$ cat config.mk
export PLATFORM = sky130hd
export DESIGN_NAME = dma_byte_stager
export DESIGN_NICKNAME = d
export VERILOG_FILES = /design/src/rtl/dbf_pkg.sv /design/src/rtl/dbf_word_fifo.sv /design/src/rtl/dbf_packer.sv /design/src/rtl/dbf_csr.sv /design/src/rtl/dma_byte_stager.sv
export SDC_FILE = /design/constraint.sdc
export NUM_CORES = 1
export LEC_CHECK = 0
export CAP_MARGIN = 5
export CORE_MARGIN = 2
export CORE_UTILIZATION = 45
export DETAILED_ROUTE_END_ITERATION = 10
export PLACE_DENSITY_LB_ADDON = 0.08
export REMOVE_ABC_BUFFERS = 1
export SETUP_SLACK_MARGIN = 0.1
export SKIP_LAST_GASP = 1
export SYNTH_ARGS = -nofsm -noshare
export SYNTH_HDL_FRONTEND = slang
export SYNTH_SLANG_ARGS = --single-unit
$ cat constraint.sdc
create_clock -name clk -period 3.5 [get_ports clk]
set_clock_uncertainty 0.05 [all_clocks]
set_input_delay 0.35 -clock clk [delete_from_list [all_inputs] [get_ports clk]]
set_output_delay 0.35 -clock clk [all_outputs]
set_load 0.03 [all_outputs]
$ cat src/rtl/dbf_pkg.sv
`timescale 1ns/1ps
package dbf_pkg;
  localparam int WORD_W = 16;
  localparam int BYTE_W = 8;

  typedef enum logic [1:0] {
    RA_CSR   = 2'd0,
    RA_COUNT = 2'd1,
    RA_DATA  = 2'd2,
    RA_WORDS = 2'd3
  } dbf_reg_e;

  localparam int B_SCSI_EN  = 0;
  localparam int B_FIFO_RUN = 1;
  localparam int B_IRQ_EN   = 2;
  localparam int B_SEND     = 3;
  localparam int B_DMA_PEND = 8;
  localparam int B_SBC_PEND = 9;
  localparam int B_EMPTY    = 10;

  // DMA-side word count for a byte count; odd sends round up
  function automatic logic [WORD_W-1:0] words_for(input logic [WORD_W-1:0] bytes,
                                                  input logic send);
    return (bytes >> 1) + {{(WORD_W-1){1'b0}}, send & bytes[0]};
  endfunction
endpackage

$ cat src/rtl/dbf_word_fifo.sv
`timescale 1ns/1ps
module dbf_word_fifo #(
  parameter int DEPTH = 4,
  parameter int W     = 16
) (
  input  logic         clk,
  input  logic         rst_n,
  input  logic         clr,
  input  logic         push,
  input  logic [W-1:0] din,
  input  logic         pop,
  output logic [W-1:0] dout,
  output logic         full,
  output logic         empty
);
  localparam int AW = (DEPTH > 1) ? $clog2(DEPTH) : 1;

  logic [W-1:0]  mem [DEPTH];
  logic [AW-1:0] wp, rp;
  logic [AW:0]   cnt;

  function automatic logic [AW-1:0] nxt(input logic [AW-1:0] p);
    return (p == AW'(DEPTH-1)) ? '0 : p + 1'b1;
  endfunction

  always_ff @(posedge clk) begin
    if (push) mem[wp] <= din;
  end

  always_ff @(posedge clk) begin
    if (!rst_n || clr) begin
      wp  <= '0;
      rp  <= '0;
      cnt <= '0;
    end else begin
      if (push) wp <= nxt(wp);
      if (pop)  rp <= nxt(rp);
      case ({push, pop})
        2'b10:   cnt <= cnt + 1'b1;
        2'b01:   cnt <= cnt - 1'b1;
        default: cnt <= cnt;
      endcase
    end
  end

  assign dout  = mem[rp];
  assign full  = (cnt == (AW+1)'(DEPTH));
  assign empty = (cnt == '0);

  a_r2_clear_empties: assert property (@(posedge clk) disable iff (!rst_n)
    clr |=> empty);
  a_r6_no_overflow: assert property (@(posedge clk) disable iff (!rst_n)
    push |-> !full);
  a_r6_no_underflow: assert property (@(posedge clk) disable iff (!rst_n)
    pop |-> !empty);
endmodule

$ cat src/rtl/dbf_packer.sv
`timescale 1ns/1ps
module dbf_packer
  import dbf_pkg::*;
(
  input  logic              clk,
  input  logic              rst_n,
  input  logic              scsi_en,
  input  logic              fifo_run,
  input  logic              send,
  input  logic              cnt_load,
  input  logic [WORD_W-1:0] cnt_wdata,
  input  logic              byte_in_valid,
  input  logic [BYTE_W-1:0] byte_in,
  output logic              byte_in_ready,
  output logic              byte_out_valid,
  output logic [BYTE_W-1:0] byte_out,
  input  logic              byte_out_take,
  output logic              wreq,
  input  logic              wack,
  input  logic [WORD_W-1:0] wdata_in,
  output logic [WORD_W-1:0] wdata_out,
  output logic              f_push,
  output logic [WORD_W-1:0] f_din,
  output logic              f_pop,
  input  logic [WORD_W-1:0] f_dout,
  input  logic              f_full,
  input  logic              f_empty,
  output logic [WORD_W-1:0] byte_cnt,
  output logic [WORD_W-1:0] residue,
  output logic [WORD_W-1:0] words,
  output logic              drained,
  output logic              done_evt
);
  logic [WORD_W-1:0] fetch_left;
  logic [BYTE_W-1:0] hi_hold;
  logic              phase;
  logic              active, last_byte, rx_fire, tx_fire, byte_fire, word_fire;

  assign last_byte      = (byte_cnt == WORD_W'(1));
  assign active         = scsi_en & fifo_run & (byte_cnt != '0);
  assign byte_in_ready  = !send & active & !f_full;
  assign rx_fire        = byte_in_valid & byte_in_ready;
  assign byte_out_valid = send & active & !f_empty;
  assign byte_out       = phase ? f_dout[BYTE_W-1:0] : f_dout[WORD_W-1:BYTE_W];
  assign tx_fire        = byte_out_valid & byte_out_take;
  assign byte_fire      = rx_fire | tx_fire;

  assign wreq      = fifo_run & (send ? ((fetch_left != '0) & !f_full) : !f_empty);
  assign word_fire = wack & wreq;
  assign f_push    = send ? word_fire : (rx_fire & phase);
  assign f_din     = send ? wdata_in : {hi_hold, byte_in};
  assign f_pop     = send ? (tx_fire & (phase | last_byte)) : word_fire;
  assign wdata_out = f_dout;

  assign words    = words_for(byte_cnt, send);
  assign drained  = f_empty & !phase;
  assign done_evt = byte_fire & last_byte;

  always_ff @(posedge clk) begin
    if (!rst_n) begin
      byte_cnt   <= '0;
      fetch_left <= '0;
      phase      <= 1'b0;
      hi_hold    <= '0;
      residue    <= '0;
    end else begin
      if (cnt_load)       byte_cnt <= cnt_wdata;
      else if (byte_fire) byte_cnt <= byte_cnt - 1'b1;

      if (cnt_load)                   fetch_left <= words_for(cnt_wdata, send);
      else if (send && word_fire)     fetch_left <= fetch_left - 1'b1;

      if (!fifo_run)      phase <= 1'b0;
      else if (byte_fire) phase <= !phase & !last_byte;

      if (rx_fire && !phase) hi_hold <= byte_in;
      if (rx_fire)           residue <= {residue[BYTE_W-1:0], byte_in};
    end
  end

  a_r3_count_held: assert property (@(posedge clk) disable iff (!rst_n)
    (!cnt_load && !scsi_en) |=> $stable(byte_cnt));
  a_r4_step_down: assert property (@(posedge clk) disable iff (!rst_n)
    (byte_fire && !cnt_load) |=> (byte_cnt == $past(byte_cnt) - 1'b1));
  a_r4_zero_blocks: assert property (@(posedge clk) disable iff (!rst_n)
    (byte_cnt == '0) |-> (!byte_in_ready && !byte_out_valid));
  a_r7_tail_kept: assert property (@(posedge clk) disable iff (!rst_n)
    rx_fire |=> (residue[BYTE_W-1:0] == $past(byte_in)));
endmodule

$ cat src/rtl/dbf_csr.sv
`timescale 1ns/1ps
module dbf_csr
  import dbf_pkg::*;
(
  input  logic              clk,
  input  logic              rst_n,
  input  logic              reg_we,
  input  logic [1:0]        reg_addr,
  input  logic [WORD_W-1:0] reg_wdata,
  input  logic              sbc_irq,
  input  logic              done_evt,
  input  logic              drained,
  input  logic [WORD_W-1:0] byte_cnt,
  input  logic [WORD_W-1:0] residue,
  input  logic [WORD_W-1:0] words,
  output logic              scsi_en,
  output logic              fifo_run,
  output logic              irq_en,
  output logic              send,
  output logic              cnt_load,
  output logic [WORD_W-1:0] reg_rdata,
  output logic              irq
);
  logic [3:0]        ctl;
  logic              dma_pend;
  logic [WORD_W-1:0] status;

  assign scsi_en  = ctl[B_SCSI_EN];
  assign fifo_run = ctl[B_FIFO_RUN];
  assign irq_en   = ctl[B_IRQ_EN];
  assign send     = ctl[B_SEND];
  assign cnt_load = reg_we && (reg_addr == RA_COUNT);

  always_ff @(posedge clk) begin
    if (!rst_n) begin
      ctl      <= '0;
      dma_pend <= 1'b0;
    end else begin
      if (reg_we && reg_addr == RA_CSR) ctl <= reg_wdata[3:0];
      if (cnt_load || !fifo_run) dma_pend <= 1'b0;
      else if (done_evt)         dma_pend <= 1'b1;
    end
  end

  always_comb begin
    status             = '0;
    status[3:0]        = ctl;
    status[B_DMA_PEND] = dma_pend;
    status[B_SBC_PEND] = sbc_irq;
    status[B_EMPTY]    = drained;
  end

  always_comb begin
    case (reg_addr)
      RA_CSR:   reg_rdata = status;
      RA_COUNT: reg_rdata = byte_cnt;
      RA_DATA:  reg_rdata = residue;
      default:  reg_rdata = words;
    endcase
  end

  assign irq = irq_en & (dma_pend | sbc_irq);

  a_r9_pend_on_zero: assert property (@(posedge clk) disable iff (!rst_n)
    (done_evt && !cnt_load && fifo_run) |=> status[B_DMA_PEND]);
  a_r9_load_clears: assert property (@(posedge clk) disable iff (!rst_n)
    cnt_load |=> !status[B_DMA_PEND]);
  a_r10_irq_gated: assert property (@(posedge clk) disable iff (!rst_n)
    irq |-> irq_en);
endmodule

$ cat src/rtl/dma_byte_stager.sv
`timescale 1ns/1ps
module dma_byte_stager
  import dbf_pkg::*;
#(
  parameter int FIFO_DEPTH = 4
) (
  input  logic        clk,
  input  logic        rst_n,
  input  logic        reg_we,
  input  logic [1:0]  reg_addr,
  input  logic [15:0] reg_wdata,
  output logic [15:0] reg_rdata,
  input  logic        sbc_irq,
  output logic        irq,
  input  logic        byte_in_valid,
  input  logic [7:0]  byte_in,
  output logic        byte_in_ready,
  output logic        byte_out_valid,
  output logic [7:0]  byte_out,
  input  logic        byte_out_take,
  output logic        wreq,
  input  logic        wack,
  input  logic [15:0] wdata_in,
  output logic [15:0] wdata_out,
  output logic        fifo_empty
);
  logic              scsi_en, fifo_run, irq_en, send, cnt_load;
  logic              f_push, f_pop, f_full, f_empty, drained, done_evt;
  logic [WORD_W-1:0] f_din, f_dout, byte_cnt, residue, words;

  dbf_csr u_csr (
    .clk(clk), .rst_n(rst_n), .reg_we(reg_we), .reg_addr(reg_addr),
    .reg_wdata(reg_wdata), .sbc_irq(sbc_irq), .done_evt(done_evt),
    .drained(drained), .byte_cnt(byte_cnt), .residue(residue), .words(words),
    .scsi_en(scsi_en), .fifo_run(fifo_run), .irq_en(irq_en), .send(send),
    .cnt_load(cnt_load), .reg_rdata(reg_rdata), .irq(irq)
  );

  dbf_word_fifo #(.DEPTH(FIFO_DEPTH), .W(WORD_W)) u_fifo (
    .clk(clk), .rst_n(rst_n), .clr(!fifo_run), .push(f_push), .din(f_din),
    .pop(f_pop), .dout(f_dout), .full(f_full), .empty(f_empty)
  );

  dbf_packer u_pack (
    .clk(clk), .rst_n(rst_n), .scsi_en(scsi_en), .fifo_run(fifo_run),
    .send(send), .cnt_load(cnt_load), .cnt_wdata(reg_wdata),
    .byte_in_valid(byte_in_valid), .byte_in(byte_in), .byte_in_ready(byte_in_ready),
    .byte_out_valid(byte_out_valid), .byte_out(byte_out), .byte_out_take(byte_out_take),
    .wreq(wreq), .wack(wack), .wdata_in(wdata_in), .wdata_out(wdata_out),
    .f_push(f_push), .f_din(f_din), .f_pop(f_pop), .f_dout(f_dout),
    .f_full(f_full), .f_empty(f_empty), .byte_cnt(byte_cnt), .residue(residue),
    .words(words), .drained(drained), .done_evt(done_evt)
  );

  assign fifo_empty = drained;

  a_r2_held_quiet: assert property (@(posedge clk) disable iff (!rst_n)
    !fifo_run |-> (!wreq && !byte_in_ready && !byte_out_valid));
  a_r6_ack_with_req: assert property (@(posedge clk) disable iff (!rst_n)
    (wack && !send) |-> wreq);
endmodule

---- Yosys cells after proc, flatten, opt, wreduce, memory -nomap -nowiden ----
Memories as Yosys holds them, arrays and structs flattened. A register that Yosys moved wholly into a read port is not among the register bits.
Cells that the tools add are included.
word-level totals
  register bits ........................... 69
  bits in latches ......................... 0
  RAM bits ................................ 64
  ROM bits ................................ 0
  output and inout bits ................... 45
  memories kept ........................... 1
memories
  name        words  bits a word  read ports  clocked after Yosys merged registers in  write ports  line                 text
  u_fifo.mem  4      16           1           1                                        1            dbf_word_fifo.sv:18  logic [W-1:0] mem [DEPTH];
operators by class
  add/sub/neg operators ................... 8
  multiply operators ...................... 0
  divide/modulo/power cells ............... 0
  order comparisons ....................... 0
  equality and inequality tests ........... 8
  shifts and indexed selects .............. 0
  mux-type cells .......................... 17
  bitwise gates (word level) .............. 23
  reduce and logical (&&, ||, !) cells .... 22
operators with widths
  cell                                                                  number
  16-bit 2-to-1 mux                                                     5
  16-bit one-hot mux with 3 select lines                                1
  15-bit by 1-bit adder with 16-bit output                              2
  16-bit nonzero test                                                   2
  16-bit by 1-bit subtractor with 16-bit output, second input constant  2
  1-bit AND                                                             19
  16-bit by 1-bit == test with 1-bit output, second input constant      1
  2-bit == test, second input constant                                  4
  2-bit 2-to-1 mux                                                      4
  8-bit 2-to-1 mux                                                      1
  1-bit zero test                                                       7
  3-bit one-hot mux with 2 select lines                                 1
  2-bit nonzero test                                                    3
  1-bit 2-to-1 mux                                                      5
  2-bit by 1-bit adder with 2-bit output, second input constant         2
  2-bit by 1-bit == test with 1-bit output, second input constant       2
  1-bit logical AND                                                     4
  3-bit by 1-bit adder with 3-bit output, second input constant         1
  3-bit == test, second input constant                                  1
  3-bit zero test                                                       1
  1-bit OR                                                              3
  3-bit by 1-bit subtractor with 3-bit output, second input constant    1
  2-bit zero test                                                       1
  1-bit logical OR                                                      2
  other kinds (3)                                                       3

---- Logic depth before layout (Yosys ltp) ----
Gate-level depths: netlist of the first run.
  depth in word-level cells ............... 9
  depth in mapped cells ................... 14
  depth with buffers taken out ............ 13

---- Hierarchy ----
A second synthesis of the first run with hierarchy kept.
second synthesis, totals
  cells, all modules ...................... 657
  area total of the unflattened synthesis .. 7373.3 um^2
by module, submodules not included
  module           times used  cells each  area an instance (um^2)  seq. area each (um^2)
  dbf_packer       1           469         3928.8                   1141.1
  dbf_word_fifo    1           133         2800.2                   2102.0
  dbf_csr          1           54          640.6                    100.1
  dma_byte_stager  1           1           3.8                      0.0

---- Worst setup path after synthesis of the first run ----
OpenSTA, ideal clock, no wires.
  path type ............................... register to register
  start point ............................. register u_pack.byte_cnt[0]
  end point ............................... register u_fifo.cnt[2]
  library setup time ...................... 0.070 ns
  arrival ................................. 2.786 ns
  slack ................................... 0.593 ns
  cell stages (with the launch flop) ...... 14
  buffers on the path ..................... 0
  cell sequence ........................... dfxtp_1 inv_1 ha_1 nor4b_2 nand4_1 and4_1 a31oi_2 inv_1 ha_1 inv_1 fa_1 xor2_1 or3_1 a21oi_1
between the ends
  longest elaborated chain between the ends .. 9
  elaborated cells on any way between the ends .. 18
RTL lines
  item                                                                         line                   text
  start: declaration                                                           dbf_packer.sv:28       output logic [WORD_W-1:0] byte_cnt,
  start signal: assignment                                                     dbf_packer.sv:67       if (cnt_load) byte_cnt <= cnt_wdata;
  start signal: assignment                                                     dbf_packer.sv:68       else if (byte_fire) byte_cnt <= byte_cnt - 1'b1;
  16-bit nonzero test *                                                        dbf_packer.sv:40       assign active = scsi_en & fifo_run & (byte_cnt != '0);
  1-bit AND *                                                                  dbf_packer.sv:40
  1-bit AND * (2 in series)                                                    dbf_packer.sv:43       assign byte_out_valid = send & active & !f_empty;
  net byte_out_valid                                                           dma_byte_stager.sv:18  output logic byte_out_valid,
  1-bit AND *                                                                  dbf_packer.sv:45       assign tx_fire = byte_out_valid & byte_out_take;
  1-bit AND *                                                                  dbf_packer.sv:52       assign f_pop = send ? (tx_fire & (phase | last_byte)) : word_fire;
  1-bit 2-to-1 mux *                                                           dbf_packer.sv:52
  2-bit by 1-bit == test with 1-bit output or 2-bit == test (tied branches)    dbf_word_fifo.sv:38    case ({push, pop})
  3-bit one-hot mux with 2 select lines or 2-bit nonzero test (tied branches)  n/a
  end signal: assignment                                                       dbf_word_fifo.sv:39    2'b10: cnt <= cnt + 1'b1;
  end signal: assignment                                                       dbf_word_fifo.sv:40    2'b01: cnt <= cnt - 1'b1;
  end signal: assignment                                                       dbf_word_fifo.sv:41    default: cnt <= cnt;
  end: declaration                                                             dbf_word_fifo.sv:20    logic [AW:0] cnt;
The timed path passes the listed nets; every way through them passes the cells marked *.
A chain may end at the register's enable or synchronous reset.

---- Worst setup path after layout of the first run ----
  start point ............................. register u_pack.byte_cnt[3]
  end point ............................... register u_fifo.cnt[2]
between the ends
  longest elaborated chain between the ends .. 9
  elaborated cells on any way between the ends .. 18
RTL lines
  item                                                                         line
  16-bit nonzero test                                                          dbf_packer.sv:40
  1-bit AND                                                                    dbf_packer.sv:40
  1-bit AND, on equally long branches (2 in series)                            dbf_packer.sv:43, dbf_packer.sv:41
  1-bit AND, on equally long branches                                          dbf_packer.sv:45, dbf_packer.sv:42
  1-bit AND, on equally long branches                                          dbf_packer.sv:52, dbf_packer.sv:50
  1-bit 2-to-1 mux, on equally long branches                                   dbf_packer.sv:52, dbf_packer.sv:50
  2-bit by 1-bit == test with 1-bit output or 2-bit == test (tied branches)    dbf_word_fifo.sv:38
  3-bit one-hot mux with 2 select lines or 2-bit nonzero test (tied branches)  n/a
Several ways; a longest one is shown, not always the timed one.

==> results of run 1 <==
-- power by group through the flow --
stage,clock network [mW],registers [mW],logic [mW]
2_1_floorplan,0,1.73,0.223
5_1_grt,1.72,1.71,0.452
4_1_cts,1.65,1.70,0.415
3_5_place_dp,0,1.74,0.412
3_3_place_gp,0,1.74,0.408
6_report,1.63,1.70,0.418
-- cell families (layout without fill, tap and decap cells) --
kind of cell | Yosys count | in the layout | share of synthesized area, %
and+or+nand+nor | 260 | 260 | 19.44
muxes | 44 | 44 | 10.02
adders and majority gates | 14 | 14 | 2.514
xor gates and xnor gates | 37 | 37 | 4.460
AOI/OAI and AO/OA | 148 | 148 | 13.29
DFF | 135 | 135 | 46.01
buffers and inverters | 71 | 167 | 4.253
-- synthesized netlist by cell type (all sizes together), types with 6 or more instances --
library cell and number:
nand4 13, dfxtp 71, edfxtp 64, or4 11
nor2 31, o21ai 47, xnor2 16, a21oi 39
o31ai 9, nor3 17, mux2 17, xor2 21
nand3 34, inv 19, mux4 21, mux2i 6
ha 13, nor4 15, buf 24, and3 6
and2 11, a31oi 15, or3 8, nand2 89
clkbuf 27
-- critical path, stage by stage (launching register included) --
cell and delay, ns:
dfxtp_1 0.44, nor4_2 0.46, nand2_1 0.28, o41ai_2 0.38, a31oi_2 0.20, inv_1 0.09, ha_1 0.17, inv_1 0.06
fa_1 0.38, xor2_1 0.16, or3_1 0.30, a21oi_1 0.14
-- metrics by stage --
stage          setup slack, ns  utilization (%)  hold WS, ns
2_1_floorplan           0.4205                -       0.3833
3_3_place_gp            0.4528            53.08       0.3973
3_5_place_dp            0.3971            53.08       0.3994
4_1_cts                 0.1504            56.49       0.4086
5_1_grt                 0.1014            56.51       0.4319
6_report                0.3278            56.51       0.4092
-- per-layer routing --
| metal | wire, um | track usage (%) | up-vias |
|---|---|---|---|
| li1 | - | - | 2807 |
| met1 | 8699 | 31.27 | 2905 |
| met2 | 9511 | 38.92 | 189 |
| met3 | 940 | 3.571 | 34 |
| met4 | 405 | 8.323 | 0 |
| met5 | 0 | 0 | - |
-- sequential cells by signal, summed over array words and instances (netlist names), 2 cells and up, named ones only --
register / flops
u_fifo.mem: 64
u_pack.byte_cnt: 16
u_pack.fetch_left: 16
u_pack.residue: 16
u_pack.hi_hold: 8
u_csr.ctl: 4
u_fifo.cnt: 3
u_fifo.rp: 2
u_fifo.wp: 2
-- layout make-up --
cell class	instances	area, um^2
clock inverters	13	97.59
well taps	216	270.3
clock buffers	19	442.9
inverters	20	75.07
multi-input cells	503	3613
repair buffers	115	1101
flip-flops and latches	135	3343
fillers	1382	6884
-- final timing paths --
kind	start	slack (ns)	endpoint	cells after the start
max reg2reg	u_pack.byte_cnt[3]$_SDFFE_PN0P_	0.33	u_fifo.cnt[2]$_SDFFE_PN0P_	11
max	u_pack.byte_cnt[3]$_SDFFE_PN0P_	0.33	u_fifo.cnt[2]$_SDFFE_PN0P_	11
min	u_pack.residue[10]$_SDFFE_PN0N_	0.41	u_pack.residue[10]$_SDFFE_PN0N_	2
min reg2reg	u_pack.residue[10]$_SDFFE_PN0N_	0.41	u_pack.residue[10]$_SDFFE_PN0N_	2
==> flow_summary.toml, run 1 <==
[floorplanning]
die-height_um = 131.1
die_area_um2 = 17180
ios = 94
die_w_um = 131.1
rows = 46
fp.coreArea_um2 = 15830
start_util_pct = 45.91

[placed_design]
dp_hpwl_um = 13840
globalplace.congestion = 0.8808
place_area_um2 = 8401
dp.cells = 989
io_buffers = 93

[grt]
grt.total_usage_pct = 23.42
grt_pass1_vias = 5644
grt_max_degree = 29
grt_pass1_wl_um = 30380
grt.overflow.total = 0
antenna_found_initial = 0

[detailed_routing]
firstDrtPassIters = 5
vias = 5935
wire_per_inst_um = 19.15
vias_per_cell = 5.813
drtIter0Drc = 490
wl_um = 19560
drc = 0
ant_nets = 0

[layout]
drive_gt1_share_pct = 15.28
final_area_um2 = 8944
layout_common_cells = "nand2_1, clkdlybuf4s50_1, dfxtp_1, edfxtp_1, o21ai_0"
fin_nets = 855
syn_to_final_growth_pct = 23.09
final_common_cell = "nand2_1"
final_cells = 1021
antennaDiodeCount = 0

[logic_synthesis]
yosysSeqAreaShare_pct = 46.01
synth_area_um2 = 7266
synth_edf_count = 64
ys_top_cells_by_area = "edfxtp_1, dfxtp_1, mux4_2, nand2_1, o21ai_0"
synthArstFlopShare_pct = 0
synth_cell_types = 75
yosys.area.top_type = "edfxtp_1"
synth_seq_cells = 135
synth_ff_type = "dfxtp_1"
syn_avg_cell_area_um2 = 10.25
synth_cells = 709
synth.yosys.warnings = 0
yosys.area.top_type_share_pct = 26.45

[clocking]
clk_path_buf_depth = 2
cts_tree = "done"
cts_resized = 0
post_cts_buffers = 0
path_clk_slew_ns = 0.06
cts-buffers-inserted = 17
insertion_delay_ns = 0.42
root_buffer = "clkbuf_16"
h-tree-depth = 4
clock-sinks = 135
hold_buffers = 0

[pwr]
p_leak_nw = 3.027
powerDensity_nw_per_um2 = 419.5
clkPwrFrac_pct = 43.4
p_comb_share_pct = 11.1
power_mw = 3.752
vdd_ir_drop_max_v = 0.0003250
power_frac_seq_pct = 45.4
internal_power_mw = 2.769
switchingPower_uw = 982.4
switching_share_pct = 26.19

[timing]
slew_headroom_pct = 35.05
setup_viol = 0
rsz0062_at_grt = "no"
tightestPinTransition_ns = 0.9721
fin_crit_ns = 3.172
clock.fmax_ghz = 0.3152
min_period_over_period_pct = 90.63
finalHoldViolCount = 0
tns_ns = 0
slew_viol_final = 0

[worst_setup_path]
path_class = "reg2reg"
crit_fanout = 14
startpoint_type = "flop"
cp.required_ns = 3.80
cp-end-kind = "flop"
cp.arrival_ns = 3.47

[hold_path]
hold_class = "reg2reg"

[outcome]
status = "completed"

[run]
maxCapViolations = 0
Note: power is estimated with default switching activity, not from simulation.
==> run 2: changes to the inputs <==
- SLEW_MARGIN: not set -> 40
==> flow_summary.toml, run 2 (synthesized netlist as in run 1, its figures left out) <==
[outcome]
status = "completed"

[floorplanning]
fp.coreArea_um2 = 15830
start_util_pct = 45.91
die_w_um = 131.1
die-height_um = 131.1
rows = 46
die_area_um2 = 17180
ios = 94

[clocking]
hold_buffers = 0
cts_tree = "done"
post_cts_buffers = 0
clock-sinks = 135
h-tree-depth = 4
clk_path_buf_depth = 2
cts-buffers-inserted = 17
root_buffer = "clkbuf_16"
path_clk_slew_ns = 0.06
insertion_delay_ns = 0.42

[detailed_routing]
drc = 0
vias = 5960
firstDrtPassIters = 5
drtIter0Drc = 485
vias_per_cell = 5.837
wl_um = 19530
wire_per_inst_um = 19.13
ant_nets = 0

[pwr]
p_leak_nw = 3.055
vdd_ir_drop_max_v = 0.0003413
switching_share_pct = 25.77
power_frac_seq_pct = 44.2
power_mw = 3.854
p_comb_share_pct = 10.9
switchingPower_uw = 993.4
powerDensity_nw_per_um2 = 428.6
clkPwrFrac_pct = 44.9
internal_power_mw = 2.861

[layout]
layout_common_cells = "nand2_1, clkdlybuf4s50_1, dfxtp_1, edfxtp_1, o21ai_0"
top_register = "u_fifo.mem"
antennaDiodeCount = 0
final_cells = 1021
fin_nets = 855
post-route-util_pct = 56.81
largest_reg_flops = 64
final_area_um2 = 8992
final_common_cell = "nand2_1"
syn_to_final_growth_pct = 23.76
drive_gt1_share_pct = 15.65

[worst_setup_path]
crit_fanout = 7
cp-end-kind = "output port"
cp.arrival_ns = 2.74
reg2reg_depth = 11
reg2reg_slack_ns = 0.39
r2r_start = "u_pack.byte_cnt[3]$_SDFFE_PN0P_"
path_class = "reg2out"
r2r-end = "u_fifo.cnt[2]$_SDFFE_PN0P_"
cp.required_ns = 3.10
startpoint_type = "flop"

[hold_path]
hold_class = "reg2reg"
whs_endpoint = "u_pack.residue[14]$_SDFFE_PN0N_"
holdCritStartpoint = "u_pack.residue[14]$_SDFFE_PN0N_"
holdPathStages = 2

[timing]
tightestPinTransition_ns = 0.7161
tns_ns = 0
slew_viol_final = 0
rsz0062_at_grt = "no"
timing.final.ws_setup_ns = 0.3634
clock.fmax_ghz = 0.3188
min_period_over_period_pct = 89.62
finalHoldViolCount = 0
whs_ns = 0.4115
fin_crit_ns = 3.137
slew_headroom_pct = 52.11
setup_viol = 0

[grt]
antenna_found_initial = 0
grt.overflow.total = 0
grt.total_usage_pct = 23.56
grt_max_degree = 29
grt_pass1_vias = 5694
grt_pass1_wl_um = 30660

[run]
maxCapViolations = 0

[placed_design]
io_buffers = 93
preCtsSetupSlack_ns = 0.4005
dp_hpwl_um = 13860
place_area_um2 = 8406
dp.cells = 989
globalplace.congestion = 0.8808
==> run 2: worst max path at each step <==
stage	start	end	slack (ns)	cells after the start
global placement	u_pack.byte_cnt[3]$_SDFFE_PN0P_	u_fifo.cnt[2]$_SDFFE_PN0P_	0.45	11
detailed placement	u_pack.byte_cnt[3]$_SDFFE_PN0P_	u_fifo.cnt[2]$_SDFFE_PN0P_	0.40	11
CTS	u_pack.byte_cnt[0]$_SDFFE_PN0P_	reg_rdata[8]	0.14	7
finish	u_pack.byte_cnt[0]$_SDFFE_PN0P_	reg_rdata[11]	0.36	8
global route	u_pack.byte_cnt[0]$_SDFFE_PN0P_	u_fifo.cnt[2]$_SDFFE_PN0P_	0.10	13
floorplan	u_pack.byte_cnt[0]$_SDFFE_PN0P_	u_fifo.cnt[2]$_SDFFE_PN0P_	0.42	13
==> run 2: metal layers <==
metal | vias to the layer above | routed length [um] | track usage (%)
met5 | - | 0 | 0
met4 | 0 | 527 | 8.886
met3 | 38 | 944 | 4.058
met2 | 189 | 9324 | 38.56
met1 | 2929 | 8731 | 31.44
li1 | 2804 | - | -
==> run 2: layout make-up <==
type,instances,area (um^2)
repair buffers,115,1101
well taps,216,270.3
clock inverters,13,120.1
clock buffers,19,452.9
multi-input cells,503,3630
fillers,1368,6835
flip-flops and latches,135,3343
inverters,20,75.07
==> run 2: timing repair <==
action | in CTS | in global routing
gates resized for setup | 0 | 2
setup endpoints to repair | 0 | 2
hold endpoints to repair | 0 | 0
==> run 2: worst max-delay path, stage by stage, from the launching register on <==
cell,delay [ns]
dfxtp_1,0.43
and2_1,0.17
ha_1,0.16
and2_1,0.19
nand4_1,0.21
nor2b_1,0.21
xnor2_1,0.07
o21ai_0,0.17
clkdlybuf4s50_1,0.70
==> run 2: power groups by stage <==
stage / sequential (mW) / clock (mW) / combinational (mW)
after floorplan: 1.73 / 0 / 0.223
after global placement: 1.74 / 0 / 0.408
after detailed placement: 1.74 / 0 / 0.413
after CTS: 1.70 / 1.75 / 0.415
after global routing: 1.71 / 1.82 / 0.455
final: 1.70 / 1.73 / 0.419
==> run 3: changes to the inputs <==
- clock period: 3.5 -> 3.53 ns (I/O delays scaled with it)
==> flow_summary.toml, run 3 (synthesized netlist as in run 1, its figures left out) <==
[clocking]
insertion_delay_ns = 0.42
clk_path_buf_depth = 2
cts-buffers-inserted = 17
post_cts_buffers = 0
path_clk_slew_ns = 0.06
root_buffer = "clkbuf_16"
h-tree-depth = 4
cts_tree = "done"
clock-sinks = 135

[hold_path]
holdCritStartpoint = "u_pack.residue[15]$_SDFFE_PN0N_"
holdPathStages = 2
hold_class = "reg2reg"

[worst_setup_path]
path_class = "reg2out"
cp.arrival_ns = 2.83
cp-end-kind = "output port"
crit_start = "u_pack.byte_cnt[3]$_SDFFE_PN0P_"
crit_fanout = 14
startpoint_type = "flop"
cp_slowest_cell = "clkdlybuf4s50_1"
cpPeakStageDelay_ns = 0.70
reg2reg_depth = 13
r2r_start = "u_pack.byte_cnt[0]$_SDFFE_PN0P_"
cp.required_ns = 3.13
crit_chain = "and4_1 -> nand4_1 -> nor2b_1 -> xnor2_1 -> o21ai_0 -> clkdlybuf4s50_1"

[grt]
grt.overflow.total = 0
grt.total_usage_pct = 23.77
grt_pass1_vias = 5809
grt_pass1_wl_um = 30770
grt_max_degree = 32
antenna_found_initial = 0

[layout]
fin_nets = 854
antennaDiodeCount = 0
syn_to_final_growth_pct = 23.75
regArea_um2 = 3344
nFillCells = 1400
final_common_cell = "clkdlybuf4s50_1"
largest_reg_flops = 64
top_register = "u_fifo.mem"
multiInputGateArea_um2 = 3638
drive_gt1_share_pct = 15.17
layout_common_cells = "clkdlybuf4s50_1, nand2_1, dfxtp_1, edfxtp_1, o21ai_0"

[pwr]
p_leak_nw = 3.050
powerDensity_nw_per_um2 = 427.1
vdd_ir_drop_max_v = 0.0002882

[detailed_routing]
drtIter0Drc = 470
vias = 5917
ant_nets = 0
firstDrtPassIters = 5
wire_per_inst_um = 19.32
wl_um = 19700
vias_per_cell = 5.801
drc = 0

[timing]
slew_viol_final = 0
clock.fmax_ghz = 0.3097
rsz0062_at_grt = "no"
tns_ns = 0
fin_crit_ns = 3.229
min_period_over_period_pct = 91.48
finalHoldViolCount = 0
setup_viol = 0
slew_headroom_pct = 46.59
whs_ns = 0.4115
tightestPinTransition_ns = 0.8012

[placed_design]
io_buffers = 93
dp_hpwl_um = 13960
globalplace.congestion = 0.9039

[floorplanning]
start_util_pct = 45.91
die-height_um = 131.1
fp.coreArea_um2 = 15830
ios = 94
die_area_um2 = 17180
die_w_um = 131.1
rows = 46

[run]
maxCapViolations = 0

[outcome]
status = "completed"
==> run 3: cell types whose count changed in the layout (fill, tap and decap cells not counted), sizes merged <==
| cell | delta |
|---|---|
| clkinv | +1 |
| inv | -2 |
| clkinvlp | -1 |
| buf | -3 |
| bufinv | +1 |
| clkdlybuf4s50 | +2 |
| clkbuf | +1 |
==> run 3: report_power, final <==
part | leakage [nW] | switching, mW | internal (mW)
Clock | 0.280 | 0.677 | 1.06
Sequential | 1.13 | 0.0347 | 1.66
Combinational | 1.64 | 0.243 | 0.174
Total | 3.05 | 0.954 | 2.89
==> run 3: path summary, 6_finish.rpt <==
check	to	slack (ns)
setup / recovery	reg_rdata[11]	0.30
hold / removal	u_pack.residue[15]$_SDFFE_PN0N_	0.41
setup reg to reg	u_fifo.cnt[2]$_SDFFE_PN0P_	0.37
hold reg to reg	u_pack.residue[15]$_SDFFE_PN0N_	0.41
==> run 3: worst max-delay path: cells and delay by family (launching register included) <==
family,cells,cell delay [ns]
xor+xnor,1,0.08
compound gates,1,0.19
buf+inv,1,0.70
simple gates,3,0.80
flops,1,0.63
==> run 3: final cells by class <==
type / instances / area share (%)
Timing Repair Buffer: 114 / 12.08
Inverter: 20 / 0.8350
Multi-Input combinational cell: 503 / 40.47
Clock inverter: 12 / 1.447
Clock buffer: 20 / 4.968
Tap cell: 216 / 3.006
Sequential cell: 135 / 37.20
==> run 3: layer usage <==
metal,vias to the layer above,part of all wire (%),track usage (%)
met5,-,0,0
met4,0,1.6,6.946
met3,27,4.4,4.464
met2,174,50,40.51
met1,2899,44,30.98
li1,2817,-,-
==> run 3: stage by stage <==
| stage | power (mW) | util (%) | setup slack, ns | area (um^2) | cells |
|---|---|---|---|---|---|
| global placement | 2.125 | 52.98 | 0.4381 | 8386 | 988 |
| global route | 3.971 | 56.81 | 0.1316 | 8991 | 1020 |
| floorplan | 1.940 | - | 0.4505 | 7032 | 658 |
| detailed placement | 2.130 | 53.02 | 0.3272 | 8392 | 988 |
| CTS | 3.848 | 56.66 | 0.1984 | 8969 | 1020 |
| finish | 3.840 | 56.81 | 0.3009 | 8991 | 1020 |
==> run 3: timing repair <==
item	CTS	global route
hold endpoints to repair	0	0
hold buffers	0	0
gates resized for setup	0	3
endpoints found under the setup margin	0	2
